<file path="src/rtl/acc_pkg.sv">
// Package acc_pkg
// Purpose: the operation code shared by the decoder and the datapath.
// Assumes: at most one strobe is active per cycle.
package acc_pkg;
    typedef enum logic [3:0] {
        OP_NONE, OP_AND, OP_ADD, OP_XFER, OP_INP, OP_CMA,
        OP_ROR, OP_ROL, OP_CLR, OP_INC, OP_CLE, OP_CME
    } acc_op_e;
endpackage

</file>
<file path="src/rtl/acc_op_sel.sv">
// Module acc_op_sel
// Purpose: turns the one-hot operation strobes into a single operation code.
// Assumes: at most one strobe is high. If several are high, the first one
//          in the list below wins; the checker flags that case separately.
module acc_op_sel
    import acc_pkg::*;
(
    input  logic    s_and,
    input  logic    s_add,
    input  logic    s_xfer,
    input  logic    s_inp,
    input  logic    s_cma,
    input  logic    s_ror,
    input  logic    s_rol,
    input  logic    s_clr,
    input  logic    s_inc,
    input  logic    s_cle,
    input  logic    s_cme,
    output acc_op_e op
);
    // Priority encoder from strobes to operation code.
    always_comb begin
        if      (s_and)  op = OP_AND;
        else if (s_add)  op = OP_ADD;
        else if (s_xfer) op = OP_XFER;
        else if (s_inp)  op = OP_INP;
        else if (s_cma)  op = OP_CMA;
        else if (s_ror)  op = OP_ROR;
        else if (s_rol)  op = OP_ROL;
        else if (s_clr)  op = OP_CLR;
        else if (s_inc)  op = OP_INC;
        else if (s_cle)  op = OP_CLE;
        else if (s_cme)  op = OP_CME;
        else             op = OP_NONE;
    end
endmodule

</file>
<file path="src/rtl/acc_alu.sv">
// Module acc_alu
// Purpose: computes the next accumulator and extend values for one operation.
// Assumes: purely combinational; the registers live in the top module.
module acc_alu
    import acc_pkg::*;
#(
    parameter int WIDTH  = 16,
    parameter int CWIDTH = 8
) (
    input  acc_op_e           op,
    input  logic [WIDTH-1:0]  acc,
    input  logic              ext,
    input  logic [WIDTH-1:0]  opnd,
    input  logic [CWIDTH-1:0] chr,
    output logic [WIDTH-1:0]  acc_nx,
    output logic              ext_nx
);
    localparam int UPW = WIDTH - CWIDTH;

    logic [WIDTH:0]   sum;
    logic [WIDTH-1:0] inc_v;
    logic [WIDTH-1:0] chr_merged;

    // Full-width adder with a carry-out bit, and the incrementer.
    always_comb begin
        sum   = {1'b0, acc} + {1'b0, opnd};
        inc_v = acc + WIDTH'(1);
    end

    // Character merge: the upper bits are kept when the character is narrower.
    generate
        if (UPW > 0) begin : g_merge
            assign chr_merged = {acc[WIDTH-1:CWIDTH], chr};
        end else begin : g_full
            assign chr_merged = chr[WIDTH-1:0];
        end
    endgenerate

    // Select the next accumulator and extend values from the operation code.
    always_comb begin
        acc_nx = acc;
        ext_nx = ext;
        unique case (op)
            OP_AND:  acc_nx = acc & opnd;
            OP_ADD:  begin acc_nx = sum[WIDTH-1:0]; ext_nx = sum[WIDTH]; end
            OP_XFER: acc_nx = opnd;
            OP_INP:  acc_nx = chr_merged;
            OP_CMA:  acc_nx = ~acc;
            OP_ROR:  begin acc_nx = {ext, acc[WIDTH-1:1]}; ext_nx = acc[0]; end
            OP_ROL:  begin acc_nx = {acc[WIDTH-2:0], ext}; ext_nx = acc[WIDTH-1]; end
            OP_CLR:  acc_nx = '0;
            OP_INC:  acc_nx = inc_v;
            OP_CLE:  ext_nx = 1'b0;
            OP_CME:  ext_nx = ~ext;
            default: ;
        endcase
    end
endmodule

</file>
<file path="src/rtl/acc_unit.sv">
// Module acc_unit
// Purpose: the accumulator and extend registers with their ALU and status outputs.
// Assumes: synchronous active-low reset, and one-hot (or idle) strobes from the control unit.
module acc_unit
    import acc_pkg::*;
#(
    parameter int WIDTH  = 16,
    parameter int CWIDTH = 8
) (
    input  logic              clk,
    input  logic              rst_n,
    input  logic [WIDTH-1:0]  dr_in,
    input  logic [CWIDTH-1:0] chr_in,
    input  logic              op_and,
    input  logic              op_add,
    input  logic              op_xfer,
    input  logic              op_inp,
    input  logic              op_cma,
    input  logic              op_ror,
    input  logic              op_rol,
    input  logic              op_clr,
    input  logic              op_inc,
    input  logic              op_cle,
    input  logic              op_cme,
    output logic [WIDTH-1:0]  acc_q,
    output logic              ext_q,
    output logic              st_sign,
    output logic              st_zero,
    output logic              st_ezero
);
    acc_op_e          op;
    logic [WIDTH-1:0] acc_nx;
    logic             ext_nx;

    acc_op_sel u_sel (
        .s_and(op_and), .s_add(op_add), .s_xfer(op_xfer), .s_inp(op_inp),
        .s_cma(op_cma), .s_ror(op_ror), .s_rol(op_rol), .s_clr(op_clr),
        .s_inc(op_inc), .s_cle(op_cle), .s_cme(op_cme), .op(op)
    );

    acc_alu #(.WIDTH(WIDTH), .CWIDTH(CWIDTH)) u_alu (
        .op(op), .acc(acc_q), .ext(ext_q), .opnd(dr_in), .chr(chr_in),
        .acc_nx(acc_nx), .ext_nx(ext_nx)
    );

    // Accumulator and extend registers with synchronous reset.
    always_ff @(posedge clk) begin
        if (!rst_n) begin
            acc_q <= '0;
            ext_q <= 1'b0;
        end else begin
            acc_q <= acc_nx;
            ext_q <= ext_nx;
        end
    end

    // Status outputs taken directly from the register contents.
    always_comb begin
        st_sign  = acc_q[WIDTH-1];
        st_zero  = (acc_q == '0);
        st_ezero = ~ext_q;
    end
endmodule

</file>
<file path="config.mk">
export PLATFORM = sky130hd
export DESIGN_NAME = acc_unit
export DESIGN_NICKNAME = d
export VERILOG_FILES = /design/src/rtl/acc_pkg.sv /design/src/rtl/acc_op_sel.sv /design/src/rtl/acc_alu.sv /design/src/rtl/acc_unit.sv
export SDC_FILE = /design/constraint.sdc
export NUM_CORES = 1
export LEC_CHECK = 0
export BUFFER_PORTS_ARGS = -buffer_cell sky130_fd_sc_hd__buf_2
export CAP_MARGIN = 20
export CORE_AREA = 2 2 78 80
export CTS_CLUSTER_DIAMETER = 200
export DETAILED_ROUTE_END_ITERATION = 10
export DIE_AREA = 0 0 80 82
export GPL_TIMING_DRIVEN = 0
export PLACE_DENSITY_LB_ADDON = 0.3
export REMOVE_ABC_BUFFERS = 1
export SLEW_MARGIN = 10
export SYNTH_ARGS = -nofsm -noshare
export SYNTH_HDL_FRONTEND = slang
export SYNTH_SLANG_ARGS = --single-unit
</file>
<file path="constraint.sdc">
create_clock -name clk -period 2.3 [get_ports clk]
set_input_delay 0 -clock clk [delete_from_list [all_inputs] [get_ports clk]]
set_output_delay 0 -clock clk [all_outputs]
set_load 0.03 [all_outputs]
</file>
==> Flow_metrics.wiki, run 1 <==
{| class="wikitable"
! Metric !! Value
|-
| Global-route congestion overflow total || 0
|-
| Vias in the first global route || 3161
|-
| Clock Skew || 2.16 ps
|-
| Via count || 3503
|-
| Core utilization of the finished layout || 59.3%
|-
| Number of antenna violations at the first check in global routing || 0
|-
| Core Area || 5750 sq um
|-
| Pre-Repair DR Iteration Count || 5
|-
| Number of I/O pins || 57
|-
| Setup total negative slack || 0 ps
|-
| Final period util || 98.7%
|-
| Cell Area, Synth || 2810 sq um
|-
| Clock tree root buffer cell || sky130_fd_sc_hd__clkbuf_8
|-
| Post-synthesis average cell area || 7.18 sq um
|-
| Unrepaired setup endpoints after global routing || true
|-
| Syn Inst Count || 391
|-
| Per-cell routed wire length || 19.8 um
|-
| Post-route minimum period || 2270 ps
|-
| Number of buffers inserted during clock tree synthesis || 3
|-
| Total inserted antenna cells || 0
|-
| Global-route wire length before repair || 15.7 mm
|-
| Number of synthesized flops with an enable pin || 0
|-
| Flop and latch count out of synthesis || 17
|-
| Maximum net fanout on the critical path || 4
|-
| Leading register cell type out of synthesis || sky130_fd_sc_hd__dfxtp_1
|-
| Residual DRC count || 0
|-
| Distinct cell type count of the synthesized netlist || 75
|-
| Data arrival time of the critical path || 2430 ps
|-
| Endpoint class of the critical path || flip-flop
|-
| Fraction of final layout cells sized beyond drive strength 1 || 29.7%
|-
| Count of synthesis-stage warnings from yosys || 0
|-
| Leak || 0.00128 uW
|-
| Actual slew at the worst max-slew pin || 1310 ps
|-
| Area Overhead vs Synth || 21.4%
|-
| Overall track demand over capacity in global routing || 30.6%
|-
| Vias/cell || 6.88
|-
| Pin count of the biggest net entering global routing || 20
|-
| Final-report setup violation count || 0
|-
| Final worst hold slack || 22.4 ps
|-
| HPWL after detailed placement || 6.98 mm
|-
| Global placer's final weighted congestion || 0.941
|-
| Total routed wirelength || 10.1 mm
|-
| Fin nets || 491
|-
| Sequential-to-total area share from yosys stat || 12.1%
|-
| Count of nets left with antenna violations after detail routing || 0
|-
| Maximum clock insertion buffer count || 2
|-
| Fraction of registers with async set/reset || 0%
|-
| Maximum vdd ir drop || 263 uV
|-
| Max-cap violations || 0
|-
| Pins over their slew limit || 0
|-
| CTS tree || done
|-
| Power density over the cells || 417 nW/um^2
|-
| Required arrival time at the worst endpoint || 2460 ps
|-
| Sinks on Clock Net || 17
|-
| Quantity of I/O buffers inserted on ports || 56
|-
| Source-to-sink clock delay at the later pin of the worst-skew pair || 260 ps
|-
| Initial core utilization || 48.9%
|-
| Number of core rows || 28
|-
| Number of hold violations in the final report || 0
|-
| Status || complete, no violations
|-
| Clock transition at path regs || 90 ps
|-
| Sort of element at the start of the critical path || flip-flop
|-
| Chip height || 82 um
|-
| Achievable frequency || 441 MHz
|-
| Class of the worst hold path || input port to flip-flop
|-
| Start-to-end type of the worst setup path || flip-flop to flip-flop
|-
| Overall die area || 6560 sq um
|-
| DIE WIDTH || 80 um
|-
| Max H-tree Level || 1
|-
| Slew HR || 12.1%
|-
| DRT iter0 DRCs || 539
|}
[through the flow]
stage	cells	area [sq um]	worst slack (ps)	total power, uW
final	509	3410	29.9	1420
after global routing	509	3410	-51.3	1490
after CTS	501	3260	1.72	1340
after detailed placement	495	3070	-681	1050
after global placement	493	3040	-762	1030
after floorplan	362	2660	-312	835
[state kept, by name (all words and copies together), names as in the netlist]
name	cells
ext_q	1
acc_q	16
[worst max-delay path: stages, from the launching register on]
cell	delay, ps
sky130_fd_sc_hd__dfxtp_4	360
sky130_fd_sc_hd__ha_4	170
sky130_fd_sc_hd__inv_2	50
sky130_fd_sc_hd__fa_2	220
sky130_fd_sc_hd__nor2b_4	60
sky130_fd_sc_hd__o31ai_4	300
sky130_fd_sc_hd__a21oi_4	120
sky130_fd_sc_hd__o41a_1	350
sky130_fd_sc_hd__xnor2_1	150
sky130_fd_sc_hd__o221ai_1	140
sky130_fd_sc_hd__o221a_1	240
[layer usage]
metal / part of all wire (%) / track usage [%] / vias up / wire, um
met5: 0 / 0 / - / 0
met3: 13 / 2.42 / 39 / 1280
met2: 43 / 46.8 / 290 / 4390
li1: - / - / 1611 / -
met1: 40 / 43.3 / 1563 / 4050
met4: 3.6 / 14.6 / 0 / 364
[final timing paths]
check | startpoint | to | slack (ps) | cells past startpoint
hold / removal | dr_in[6] | acc_q[6]$_SDFFE_PN0P_ | 20 | 3
setup reg to reg | acc_q[0]$_SDFFE_PN0P_ | acc_q[10]$_SDFFE_PN0P_ | 30 | 10
hold reg to reg | acc_q[9]$_SDFFE_PN0P_ | acc_q[9]$_SDFFE_PN0P_ | 580 | 2
setup / recovery | acc_q[0]$_SDFFE_PN0P_ | acc_q[10]$_SDFFE_PN0P_ | 30 | 10
[cell usage after synthesis, types with 4 or more instances]
master | count | area share, %
sky130_fd_sc_hd__a211oi_1 | 5 | 1.3
sky130_fd_sc_hd__a21oi_1 | 32 | 5.7
sky130_fd_sc_hd__a221oi_1 | 4 | 1.2
sky130_fd_sc_hd__a31oi_1 | 13 | 2.9
sky130_fd_sc_hd__and3_1 | 6 | 1.3
sky130_fd_sc_hd__buf_2 | 11 | 2.0
sky130_fd_sc_hd__clkbuf_1 | 14 | 1.9
sky130_fd_sc_hd__dfxtp_1 | 17 | 12
sky130_fd_sc_hd__ha_1 | 18 | 8.0
sky130_fd_sc_hd__inv_1 | 10 | 1.3
sky130_fd_sc_hd__mux2i_1 | 9 | 3.2
sky130_fd_sc_hd__nand2_1 | 36 | 4.8
sky130_fd_sc_hd__nand2b_1 | 6 | 1.3
sky130_fd_sc_hd__nand3_1 | 14 | 2.5
sky130_fd_sc_hd__nand4_1 | 7 | 1.6
sky130_fd_sc_hd__nor2_1 | 34 | 4.5
sky130_fd_sc_hd__nor3_1 | 10 | 1.8
sky130_fd_sc_hd__nor4_1 | 5 | 1.1
sky130_fd_sc_hd__o211ai_1 | 4 | 1.1
sky130_fd_sc_hd__o21a_1 | 5 | 1.3
sky130_fd_sc_hd__o21ai_0 | 24 | 4.3
sky130_fd_sc_hd__o221ai_1 | 7 | 2.2
sky130_fd_sc_hd__o2bb2ai_1 | 6 | 1.9
sky130_fd_sc_hd__o31ai_1 | 5 | 1.3
sky130_fd_sc_hd__xnor2_1 | 11 | 3.4
sky130_fd_sc_hd__xor2_1 | 6 | 1.9
[layout by cell type (no fill, tap or decap), types with 11 or more instances in the layout]
master / count
sky130_fd_sc_hd__a21oi_1: 29
sky130_fd_sc_hd__nand3_1: 14
sky130_fd_sc_hd__xnor2_1: 11
sky130_fd_sc_hd__ha_1: 12
sky130_fd_sc_hd__buf_2: 56
sky130_fd_sc_hd__nand2_1: 35
sky130_fd_sc_hd__o21ai_0: 20
sky130_fd_sc_hd__nor2_1: 33
sky130_fd_sc_hd__a31oi_1: 12
[power by group]
| group | leakage, uW | total, uW | internal (uW) | switching (uW) |
|---|---|---|---|---|
| logic | 0.00111 | 765 | 317 | 448 |
| registers | 0.000147 | 400 | 324 | 76.0 |
| clock network | 0.0000255 | 256 | 121 | 135 |
[repair_timing]
item / in CTS / in global routing
buffers inserted: 2 / 8
pin swaps: 5 / 7
hold buffers: 0 / 0
endpoints found under the setup margin: 11 / 8
cloned: 0 / 0
gates resized for setup: 38 / 22
[final cells by class]
class	count	area, sq um
clock inverter	1	5.00
clock buffer	3	41.3
timing repair buffer	68	382
multi-input combinational	334	2470
sequential	17	373
inverter	11	41.3
tap	75	93.8
fill	532	2340
[cell families (layout without fill, tap and decap cells)]
family	Yosys count	in the layout	synth area share (%)
adders and majority gates	19	19	8.73
AOI/OAI and AO/OA	149	149	37.7
and+or+nand+nor	138	138	25.4
DFF	17	17	12.1
buffers and inverters	40	83	6.64
muxes	11	11	4.01
xor gates and xnor gates	17	17	5.30
No activity file was read; power rests on OpenSTA's default activity.
==> run 2, diff against run 1 <==
REMOVE_ABC_BUFFERS = not set   (was 1)
==> run 2 against run 1 <==
Effect of this change:
- worst hold slack better by 3.0 ps
- global-route usage is 1.2 points higher
- highest routed layer unchanged
- final cell count is 4.5% higher
- largest cell class unchanged
- via count is 1.5% higher
- largest power group unchanged
- critical path type unchanged
- die area stayed put
==> Flow_metrics.wiki, run 2 (synthesis gave the netlist of run 1 again) <==
{| class="wikitable"
! Metric !! Value
|-
| Final period util || 99.9%
|-
| Final-report setup violation count || 0
|-
| Quantity of hold-fixing buffers added after cts || 0
|-
| Maximum clock insertion buffer count || 2
|-
| Sinks on Clock Net || 17
|-
| Leak || 0.00134 uW
|-
| Vias in the first global route || 3281
|-
| Slew HR || 24.9%
|-
| Commonest cells after routing, fill and taps aside || sky130_fd_sc_hd__buf_2, sky130_fd_sc_hd__nand2_1, sky130_fd_sc_hd__nor2_1
|-
| Source-to-sink clock delay at the later pin of the worst-skew pair || 270 ps
|-
| Required arrival time at the worst endpoint || 2450 ps
|-
| Overall die area || 6560 sq um
|-
| Clock tree root buffer cell || sky130_fd_sc_hd__clkbuf_8
|-
| Total inserted antenna cells || 0
|-
| Initial core utilization || 48.9%
|-
| Most common cell after layout, fill and taps aside || sky130_fd_sc_hd__buf_2
|-
| Max FFs per register || 16
|-
| Register with the most flip-flops || acc_q
|-
| Actual slew at the worst max-slew pin || 1120 ps
|-
| Endpoint class of the critical path || flip-flop
|-
| Data arrival time of the critical path || 2450 ps
|-
| Max-cap violations || 0
|-
| Area Overhead vs Synth || 22.1%
|-
| Fin nets || 514
|-
| Class of the worst hold path || input port to flip-flop
|-
| DIE WIDTH || 80 um
|-
| CTS tree || done
|-
| Area used by multi-input combinational logic || 2410 sq um
|-
| Pre-Repair DR Iteration Count || 5
|-
| Achievable frequency || 435 MHz
|-
| Via count || 3556
|-
| Number of hold violations in the final report || 0
|-
| Number of antenna violations at the first check in global routing || 0
|-
| DRT iter0 DRCs || 347
|-
| Residual DRC count || 0
|-
| Number of buffers inserted during clock tree synthesis || 3
|-
| Fill count || 580
|-
| Sort of element at the start of the critical path || flip-flop
|-
| Per-cell routed wire length || 19.5 um
|-
| Count of nets left with antenna violations after detail routing || 0
|-
| Fraction of final layout cells sized beyond drive strength 1 || 27.8%
|-
| Number of core rows || 28
|-
| Max H-tree Level || 1
|-
| Pins over their slew limit || 0
|-
| Hold-critical path depth || 3
|-
| Post-route minimum period || 2300 ps
|-
| Maximum net fanout on the critical path || 4
|-
| Core utilization of the finished layout || 59.7%
|-
| Start-to-end type of the worst setup path || flip-flop to flip-flop
|-
| Overall power consumption || 1420 uW
|-
| Global-route wire length before repair || 16.3 mm
|-
| Unrepaired setup endpoints after global routing || true
|-
| Post-Syn Nets || 447
|-
| Global placer's final weighted congestion || 1.00
|-
| HPWL after detailed placement || 7.53 mm
|-
| Chip height || 82 um
|-
| Number of I/O pins || 57
|-
| Reg2reg path depth || 10
|-
| Global-route congestion overflow total || 0
|-
| Vias/cell || 6.68
|-
| Finished layout cell area || 3430 sq um
|-
| Clock Skew || 7.30 ps
|-
| Registers with the highest flip-flop counts || acc_q x16, ext_q x1
|-
| Maximum vdd ir drop || 306 uV
|-
| Overall track demand over capacity in global routing || 31.8%
|-
| Core Area || 5750 sq um
|-
| Status || complete, no violations
|-
| Total routed wirelength || 10.4 mm
|-
| Power density over the cells || 414 nW/um^2
|-
| Area of all sequential standard cells || 350 sq um
|-
| Cell area after placement || 3190 sq um
|-
| Quantity of I/O buffers inserted on ports || 53
|-
| Pin count of the biggest net entering global routing || 11
|-
| Clock transition at path regs || 90 ps
|}
==> run 2: timing repair <==
item	in CTS	in global routing
pin swaps	4	9
resized for setup	20	21
buffers inserted	4	5
endpoints found under the setup margin	9	7
==> run 2: worst max-delay path, stage by stage, from the launching register on <==
cell and delay (ps):
sky130_fd_sc_hd__dfxtp_4 360, sky130_fd_sc_hd__ha_4 170, sky130_fd_sc_hd__inv_2 50, sky130_fd_sc_hd__fa_2 230, sky130_fd_sc_hd__nor2b_4 60, sky130_fd_sc_hd__o31ai_4 290, sky130_fd_sc_hd__a21oi_4 130, sky130_fd_sc_hd__o41a_1 340
sky130_fd_sc_hd__xnor2_1 170, sky130_fd_sc_hd__o221ai_1 130, sky130_fd_sc_hd__o221a_1 250
==> run 2: final timing paths <==
path,from,end,slack [ps]
setup / recovery,acc_q[0]$_SDFFE_PN0P_,acc_q[10]$_SDFFE_PN0P_,2
setup reg to reg,acc_q[0]$_SDFFE_PN0P_,acc_q[10]$_SDFFE_PN0P_,2
hold / removal,dr_in[6],acc_q[6]$_SDFFE_PN0P_,30
hold reg to reg,ext_q$_SDFFE_PN0P_,ext_q$_SDFFE_PN0P_,700
==> run 2: per-layer routing <==
metal,vias up,global-route usage [%],wire length [um]
li1,1656,-,-
met1,1653,40.0,4260
met2,215,54.1,4810
met3,32,4.62,955
met4,0,13.7,374
met5,-,0,0
==> run 2: layout make-up <==
class	count	share of cell area, %
plain buffers	29	4.49
repair buffers	62	9.71
flip-flops and latches	17	10.2
well taps	75	2.74
inverters	11	1.20
multi-input cells	334	70.3
clock buffers	4	1.31
==> run 2: through the flow <==
stage	cells	TNS (ps)	hold WS, ps	setup WS, ps
after floorplan	391	0	163	3.09
after global routing	532	-132	56.5	-102
after CTS	527	0	32.7	8.60
final	532	0	25.4	2.26
after detailed placement	519	-1970	313	-378
after global placement	519	-1610	313	-297
==> run 2: where the power goes <==
group | switching, uW | total, uW | internal (uW)
registers | 30.0 | 352 | 322
logic | 490 | 805 | 315
clock network | 137 | 261 | 124
total | 656 | 1420 | 761
==> run 3, diff against run 2 <==
--- a/config.mk
+++ b/config.mk
@@ -14,2 +14,3 @@
 export GPL_TIMING_DRIVEN = 0
+export MAX_ROUTING_LAYER = met4
 export PLACE_DENSITY_LB_ADDON = 0.3
==> constraint.sdc (replaced) <==
create_clock -name clk -period 2.3 [get_ports clk]
set_input_delay 0.345 -clock clk [delete_from_list [all_inputs] [get_ports clk]]
set_output_delay 0.345 -clock clk [all_outputs]
set_load 0.03 [all_outputs]
==> run 3 against run 2 <==
Effect of this change:
- the flow now finishes with violations (setup timing)
- power up 1.6%
- final cell count up 0.94%
- utilization up 1.4 points
- first-iteration DRC count up 31%
- clock power down 2%
- critical path depth unchanged
- via count up 3.1%
- sequential cell count unchanged
- clock skew down 5.5 ps
- routed wire length up 1.1%
- count of clock-buffer cells in the layout unchanged
- die area unchanged
- critical endpoint is now acc_q[12]$_SDFFE_PN0P_
- highest routed layer unchanged
==> Flow_metrics.wiki, run 3 (synthesis gave the netlist of run 1 again) <==
{| class="wikitable"
! Metric !! Value
|-
| Post-route minimum period || 2350 ps
|-
| Worst r2r src || acc_q[0]$_SDFFE_PN0P_
|-
| Fill count || 549
|-
| CTS tree || done
|-
| Power density over the cells || 411 nW/um^2
|-
| Placed cell count || 519
|-
| Vias/cell || 6.83
|-
| Core Area || 5750 sq um
|-
| Achievable frequency || 425 MHz
|-
| Number of non-filler instances in the completed layout || 537
|-
| Vias in the first global route || 3268
|-
| Max-cap violations || 0
|-
| HPWL after detailed placement || 7.51 mm
|-
| WHS Endpoint || acc_q[6]$_SDFFE_PN0P_
|-
| Number of antenna violations at the first check in global routing || 0
|-
| Hold-critical path depth || 3
|-
| Total inserted antenna cells || 0
|-
| Reg2reg path depth || 10
|-
| DRT iter0 DRCs || 455
|-
| Area used by multi-input combinational logic || 2450 sq um
|-
| Count of nets left with antenna violations after detail routing || 0
|-
| Residual DRC count || 0
|-
| Commonest cells after routing, fill and taps aside || sky130_fd_sc_hd__buf_2, sky130_fd_sc_hd__nand2_1, sky130_fd_sc_hd__nor2_1
|-
| Crit Reg-Reg Endpoint || acc_q[12]$_SDFFE_PN0P_
|-
| Sort of element at the start of the critical path || flip-flop
|-
| Maximum clock insertion buffer count || 2
|-
| Clock tree root buffer cell || sky130_fd_sc_hd__clkbuf_8
|-
| Maximum vdd ir drop || 244 uV
|-
| Finished layout cell area || 3510 sq um
|-
| Initial core utilization || 48.9%
|-
| Global-route congestion overflow total || 0
|-
| Cell area after placement || 3190 sq um
|-
| Slew HR || 48.7%
|-
| Chip height || 82 um
|-
| Source-to-sink clock delay at the later pin of the worst-skew pair || 270 ps
|-
| Max H-tree Level || 1
|-
| Final-report setup violation count || 1
|-
| Quantity of I/O buffers inserted on ports || 53
|-
| DIE WIDTH || 80 um
|-
| Post-Place Setup Slack || -425 ps
|-
| Fraction of final layout cells sized beyond drive strength 1 || 29.4%
|-
| Pre-Repair DR Iteration Count || 5
|-
| Overall track demand over capacity in global routing || 32.7%
|-
| Start-to-end type of the worst setup path || flip-flop to flip-flop
|-
| Required arrival time at the worst endpoint || 2490 ps
|-
| Failing checks || setup timing
|-
| Class of the worst hold path || input port to flip-flop
|-
| Actual slew at the worst max-slew pin || 766 ps
|-
| Global placer's final weighted congestion || 1.02
|-
| Register-to-register setup slack || -50 ps
|-
| Core utilization of the finished layout || 61.0%
|-
| Overall power consumption || 1440 uW
|-
| Startpoint of the worst hold path || dr_in[6]
|-
| Endpoint class of the critical path || flip-flop
|-
| Via count || 3666
|-
| Leak || 0.00137 uW
|-
| Quantity of hold-fixing buffers added after cts || 0
|-
| Sinks on Clock Net || 17
|-
| Maximum net fanout on the critical path || 3
|-
| Post-Syn Nets || 447
|-
| Most common cell after layout, fill and taps aside || sky130_fd_sc_hd__buf_2
|-
| Global-route wire length before repair || 16.3 mm
|-
| Fin nets || 519
|-
| Clock Skew || 1.76 ps
|-
| Clock transition at path regs || 80 ps
|-
| Overall die area || 6560 sq um
|-
| Number of hold violations in the final report || 0
|-
| Unrepaired setup endpoints after global routing || true
|-
| Per-cell routed wire length || 19.6 um
|-
| Area Overhead vs Synth || 24.9%
|-
| Area of all sequential standard cells || 353 sq um
|-
| Register with the most flip-flops || acc_q
|-
| Number of core rows || 28
|-
| Final period util || 102%
|-
| Max FFs per register || 16
|-
| Final worst slack || -50.9 ps
|-
| Number of I/O pins || 57
|-
| Pins over their slew limit || 0
|-
| Status || finished with violations
|-
| Pin count of the biggest net entering global routing || 11
|-
| Total routed wirelength || 10.5 mm
|-
| Number of buffers inserted during clock tree synthesis || 3
|-
| Data arrival time of the critical path || 2540 ps
|-
| Registers with the highest flip-flop counts || acc_q x16, ext_q x1
|}
==> run 3: area by class of cell <==
type | count | area share [%]
plain buffers | 29 | 4.46
inverters | 11 | 1.18
clock buffers | 4 | 1.28
flip-flops and latches | 17 | 10.1
repair buffers | 67 | 10.6
multi-input cells | 334 | 69.8
well taps | 75 | 2.68
==> run 3: critical path, stage by stage, from the launching register on <==
cell	delay (ps)
sky130_fd_sc_hd__dfxtp_4	360
sky130_fd_sc_hd__ha_4	140
sky130_fd_sc_hd__inv_2	40
sky130_fd_sc_hd__fa_2	370
sky130_fd_sc_hd__nor2b_4	150
sky130_fd_sc_hd__o31ai_4	90
sky130_fd_sc_hd__a21oi_4	270
sky130_fd_sc_hd__o31ai_4	110
sky130_fd_sc_hd__xnor2_1	130
sky130_fd_sc_hd__or4_1	530
sky130_fd_sc_hd__o221ai_2	80
==> run 3: how the worst max path moves through the flow <==
stage                           from                     end  slack, ps  cells past startpoint
3_3_place_gp                dr_in[0]  acc_q[14]$_SDFFE_PN0P_       -350                     11
5_1_grt        acc_q[0]$_SDFFE_PN0P_  acc_q[12]$_SDFFE_PN0P_       -120                     10
3_5_place_dp                dr_in[0]  acc_q[12]$_SDFFE_PN0P_       -430                     11
4_1_cts        acc_q[1]$_SDFFE_PN0P_  acc_q[15]$_SDFFE_PN0P_         -8                      9
6_report       acc_q[0]$_SDFFE_PN0P_  acc_q[12]$_SDFFE_PN0P_        -50                     10
2_1_floorplan  acc_q[9]$_SDFFE_PN0P_  acc_q[15]$_SDFFE_PN0P_          3                      8
==> run 3: repair_timing <==
action                                  4_1_cts  5_1_grt
cloned                                        0        0
setup buffers                                 9        5
endpoints found under the setup margin        9       10
gates resized for setup                      19       30
pin swaps                                     9        6
==> run 3: power by group <==
part / total (uW) / switching (uW) / internal [uW]
logic: 832 / 501 / 331
clock network: 257 / 133 / 124
registers: 352 / 29.8 / 322
==> run 3: metal layers <==
layer / track usage, % / up-vias / routed length [um]
met5: - / - / 0
met4: 8.98 / 0 / 267
met3: 5.60 / 34 / 1070
met2: 55.3 / 258 / 4980
met1: 40.4 / 1704 / 4200
li1: - / 1670 / -
==> run 3: per-stage QoR <==
stage	hold WS [ps]	setup TNS (ps)
final	383	-50.9
after global routing	426	-330
after CTS	386	-12.2
after detailed placement	609	-3180
after global placement	604	-2850
after floorplan	508	0
